$ cat src/rtl/lru_pkg.sv
package lru_pkg;
    typedef enum logic [0:0] {
        ST_IDLE  = 1'b0,
        ST_REPLY = 1'b1
    } reply_state_e;

    function automatic int unsigned idx_width(input int unsigned n);
        return (n > 1) ? $clog2(n) : 1;
    endfunction
endpackage

$ cat src/rtl/lru_matrix.sv
module lru_matrix #(
    parameter int N  = 4,
    parameter int IW = 2
) (
    input  logic             clk,
    input  logic             rst_n,
    input  logic             ref_valid,
    input  logic [IW-1:0]    ref_idx,
    output logic [N*N-1:0]   mat_flat
);
    // cell (r,c) lives at bit r*N + c
    for (genvar r = 0; r < N; r++) begin : g_row
        for (genvar c = 0; c < N; c++) begin : g_col
            logic cell_q;
            logic hit_row;
            logic hit_col;
            assign hit_row = ref_valid && (ref_idx == IW'(r));
            assign hit_col = ref_valid && (ref_idx == IW'(c));
            always_ff @(posedge clk) begin
                if (!rst_n) begin
                    cell_q <= 1'b0;
                end else if (hit_col) begin
                    cell_q <= 1'b0;          // column clear wins, covers diagonal
                end else if (hit_row) begin
                    cell_q <= 1'b1;
                end
            end
            assign mat_flat[r*N + c] = cell_q;
        end
    end
endmodule

$ cat src/rtl/lru_argmin.sv
module lru_argmin #(
    parameter int N  = 4,
    parameter int IW = 2
) (
    input  logic [N*N-1:0] mat_flat,
    output logic [IW-1:0]  min_idx
);
    logic [N-1:0] best_val;
    always_comb begin
        best_val = mat_flat[0 +: N];
        min_idx  = '0;
        for (int k = 1; k < N; k++) begin
            if (mat_flat[k*N +: N] < best_val) begin   // strict: lowest index keeps ties
                best_val = mat_flat[k*N +: N];
                min_idx  = IW'(k);
            end
        end
    end
endmodule

$ cat src/rtl/lru_reply_fsm.sv
module lru_reply_fsm
    import lru_pkg::*;
#(
    parameter int IW = 2
) (
    input  logic          clk,
    input  logic          rst_n,
    input  logic          query,
    input  logic [IW-1:0] cand_idx,
    output logic [IW-1:0] victim_idx,
    output logic          victim_valid
);
    reply_state_e state_q, state_d;
    logic [IW-1:0] idx_q;

    always_comb begin
        state_d = state_q;
        unique case (state_q)
            ST_IDLE:  state_d = query ? ST_REPLY : ST_IDLE;
            ST_REPLY: state_d = query ? ST_REPLY : ST_IDLE;
            default:  state_d = ST_IDLE;
        endcase
    end

    always_ff @(posedge clk) begin
        if (!rst_n) begin
            state_q <= ST_IDLE;
        end else begin
            state_q <= state_d;
        end
    end

    always_ff @(posedge clk) begin
        if (!rst_n) begin
            idx_q <= '0;
        end else if (query) begin
            idx_q <= cand_idx;
        end
    end

    always_comb begin
        victim_valid = (state_q == ST_REPLY);
        victim_idx   = idx_q;
    end
endmodule

$ cat src/rtl/lru_victim_tracker.sv
module lru_victim_tracker #(
    parameter  int N  = 4,
    localparam int IW = (N > 1) ? $clog2(N) : 1
) (
    input  logic          clk,
    input  logic          rst_n,
    input  logic          ref_valid,
    input  logic [IW-1:0] ref_idx,
    input  logic          query,
    output logic [IW-1:0] victim_idx,
    output logic          victim_valid
);
    logic [N*N-1:0] mat_flat;
    logic [IW-1:0]  cand_idx;

    lru_matrix #(.N(N), .IW(IW)) u_mat (
        .clk(clk), .rst_n(rst_n), .ref_valid(ref_valid),
        .ref_idx(ref_idx), .mat_flat(mat_flat)
    );

    lru_argmin #(.N(N), .IW(IW)) u_min (
        .mat_flat(mat_flat), .min_idx(cand_idx)
    );

    lru_reply_fsm #(.IW(IW)) u_fsm (
        .clk(clk), .rst_n(rst_n), .query(query), .cand_idx(cand_idx),
        .victim_idx(victim_idx), .victim_valid(victim_valid)
    );
endmodule

$ cat config.mk
export PLATFORM = sky130hd
export DESIGN_NAME = lru_victim_tracker
export DESIGN_NICKNAME = d
export VERILOG_FILES = /design/src/rtl/lru_pkg.sv /design/src/rtl/lru_matrix.sv /design/src/rtl/lru_argmin.sv /design/src/rtl/lru_reply_fsm.sv /design/src/rtl/lru_victim_tracker.sv
export SDC_FILE = /design/constraint.sdc
export NUM_CORES = 1
export LEC_CHECK = 0
export BUFFER_PORTS_ARGS = -buffer_cell sky130_fd_sc_hd__buf_2
export CAP_MARGIN = 20
export CORE_MARGIN = 1.5
export CORE_UTILIZATION = 55
export CTS_CLUSTER_DIAMETER = 40
export DETAILED_ROUTE_END_ITERATION = 8
export PLACE_DENSITY = 0.76
export SYNTH_ARGS = -nofsm -noshare
export SYNTH_HDL_FRONTEND = slang
export SYNTH_SLANG_ARGS = --single-unit
export TNS_END_PERCENT = 30
$ cat constraint.sdc
create_clock -name clk -period 3.7 [get_ports clk]
set_clock_uncertainty 0.15 [all_clocks]
set_input_delay 0.74 -clock clk [delete_from_list [all_inputs] [get_ports clk]]
set_output_delay 0.74 -clock clk [all_outputs]
set_load 0.02 [all_outputs]
==> results.toml <==
[outcome]
outcome = "completed"

[synth]
yosysUniqueCellTypes = 30
postSynthNetCount = 111
synth_area_leader_cell = "dfxtp_1"
synthCells = 99
synth_ff_type = "dfxtp_1"
synth_common_cells = "15 x dfxtp_1, 14 x nand2_1, 10 x nor2_1"
synth.area.top_cells = "dfxtp_1 37%, ha_1 9.2%, nand2_1 6.4%"
synth_edf_count = 0
syn_area_per_cell_um2 = 8.24
ys_seq_elements = 15
ys_async_sr_fraction_pct = 0
yosysMostFrequentCell = "dfxtp_1"
yosysSeqAreaShare_pct = 36.8
syn_area_um2 = 816
netlist.area_leader.share_pct = 36.8
yosysWarnings = 0

[routing]
drt_iter0_markers = 10
vias = 714
drt.antenna.violating_nets = 0
wl_per_cell_um = 13.1
viasPerCell = 5.76
routed_wl_um = 1630
drc_errors = 0
first_pass_iters = 4

[grt]
overflow = 0
grtUsageTotal_pct = 22.6
grt_max_degree = 15
antenna_found_initial = 0
grt_pass1_vias = 682
grt_pass1_wl_um = 2970

[finish]
final_cells = 124
fin_area_um2 = 903
fin_nets = 122
final_util_pct = 67.7
drive_gt1_share_pct = 18.3
antennaDiodeCount = 0
syn2layout_area_growth_pct = 10.7

[die]
die_x_um = 41.5
coreArea_um2 = 1330
rows = 13
die_h_um = 41.5
io_pins = 9
die-area_um2 = 1720
start_util_pct = 61.2

[critical_path]
worst_ep_required_time_ns = 3.73
rrSetupSlack_ns = 0.31
arrival_ns = 3.42
crit_path_end_kind = "flip-flop"
worstSetupPathType = "flip-flop to flip-flop"
start_kind = "flip-flop"
critPathMaxFanout = 4

[sta]
finalSetupViolCount = 0
hold_ws_ns = 0.326
clock.fmax_ghz = 0.295
slew_headroom_pct = 71.5
period_share_pct = 91.6
final.setup.worst_slack_ns = 0.310
hold_violations = 0
worst_pin_slew_ns = 0.426
fin_tns_setup_ns = 0
finalMaxSlewViolations = 0
finalCriticalPeriod_ns = 3.39
rsz0062_at_grt = "no"

[placed_design]
dpl_cell_area_um2 = 867
portBuffers = 8
dp.cells = 120
preCtsSetupSlack_ns = 0.314
dp_hpwl_um = 1290
place.gp.congestion = 0.837

[pwr]
peakVddDrop_v = 0.000266
fin_total_pwr_uw = 371
power.density_nw_per_um2 = 411
leakagePower_nw = 0.390

[run]
maxCapViolCount = 0

[clock_tree]
htree_levels = 1
cts_root_buffer = "clkbuf_4"
post_cts_buffers = 0
cts_tree = "yes"
clkSinkCount = 15
cts.clk_slew.worst_paths_ns = 0.10
clk_latency_ns = 0.29
numCtsBuffers = 3
clockBufferDepth = 2

[min_path]
holdCritPathClass = "flip-flop to flip-flop"
==> cell type report <==
type                            count  area, µm²
Multi-Input combinational cell     77        498
Fill cell                         122        430
Sequential cell                    15        300
Timing Repair Buffer                8       40.0
Clock buffer                        3       22.5
Inverter                            5       18.8
Tap cell                           15       18.8
Clock inverter                      1       5.00
==> cells in the final DEF (no fill, tap or decap), drive strengths merged, types with 2 or more instances in the layout <==
cell    count
a21o        2
ha          6
nand2      14
clkbuf      3
a21boi      6
inv         4
a21oi       7
and2        3
mux2i       3
clkinv      2
o22ai       2
nor2       10
nand3b      2
o21ai      10
buf         8
a31oi       3
dfxtp      15
nor2b       2
==> power breakdown <==
part / total (mW) / internal, mW / switching, mW
Sequential: 0.181 / 0.173 / 0.00820
Clock: 0.0977 / 0.0403 / 0.0574
Combinational: 0.0923 / 0.0402 / 0.0520
==> critical path: stages (launching register included) <==
cell      delay, ns
dfxtp_1        0.37
inv_1          0.09
ha_1           0.35
a21oi_2        0.21
nand2_1        0.16
mux2i_2        0.24
ha_1           0.29
a41o_2         0.26
nor2_1         0.10
a31oi_1        0.05
ha_1           0.28
o211ai_1       0.12
a21oi_1        0.14
o21ai_1        0.09
o31ai_2        0.27
a31oi_1        0.11
==> worst paths after layout <==
path	from	endpoint	cells after the start
worst min-delay path	u_mat.g_row[3].g_col[2].cell_q	u_mat.g_row[3].g_col[2].cell_q	2
worst min register to register	u_mat.g_row[3].g_col[2].cell_q	u_mat.g_row[3].g_col[2].cell_q	2
worst max register to register	u_mat.g_row[0].g_col[3].cell_q	u_fsm.victim_idx[1]	15
worst max-delay path	u_mat.g_row[0].g_col[3].cell_q	u_fsm.victim_idx[1]	15
==> sequential cells by signal (all words and copies together) (netlist names) <==
register and flops:
u_fsm.victim_valid 1, u_fsm.victim_idx 2, u_mat.g_row.g_col.cell_q 12
==> repair_timing <==
action                     CTS  global route
resized for setup            0             2
setup endpoints to repair    0             2
hold buffers                 0             0
==> cells by family (layout without fill, tap and decap cells) <==
| family | count (synthesis) | after routing | synth area share (%) |
|---|---|---|---|
| simple gates | 35 | 35 | 21.6 |
| flops | 15 | 15 | 36.8 |
| fa+ha+maj | 6 | 6 | 9.20 |
| mux | 3 | 3 | 3.68 |
| buf+inv | 7 | 17 | 3.22 |
| compound gates | 33 | 33 | 25.5 |
==> metal layers <==
metal / GRT usage [%] / up-vias / routed length (µm)
met2: 35.3 / 14 / 745
met3: 3.91 / 4 / 60
met4: 13.5 / 0 / 40
met5: 0 / - / 0
met1: 29.0 / 325 / 784
li1: - / 371 / -
Note: power is estimated with default switching activity, not from simulation.
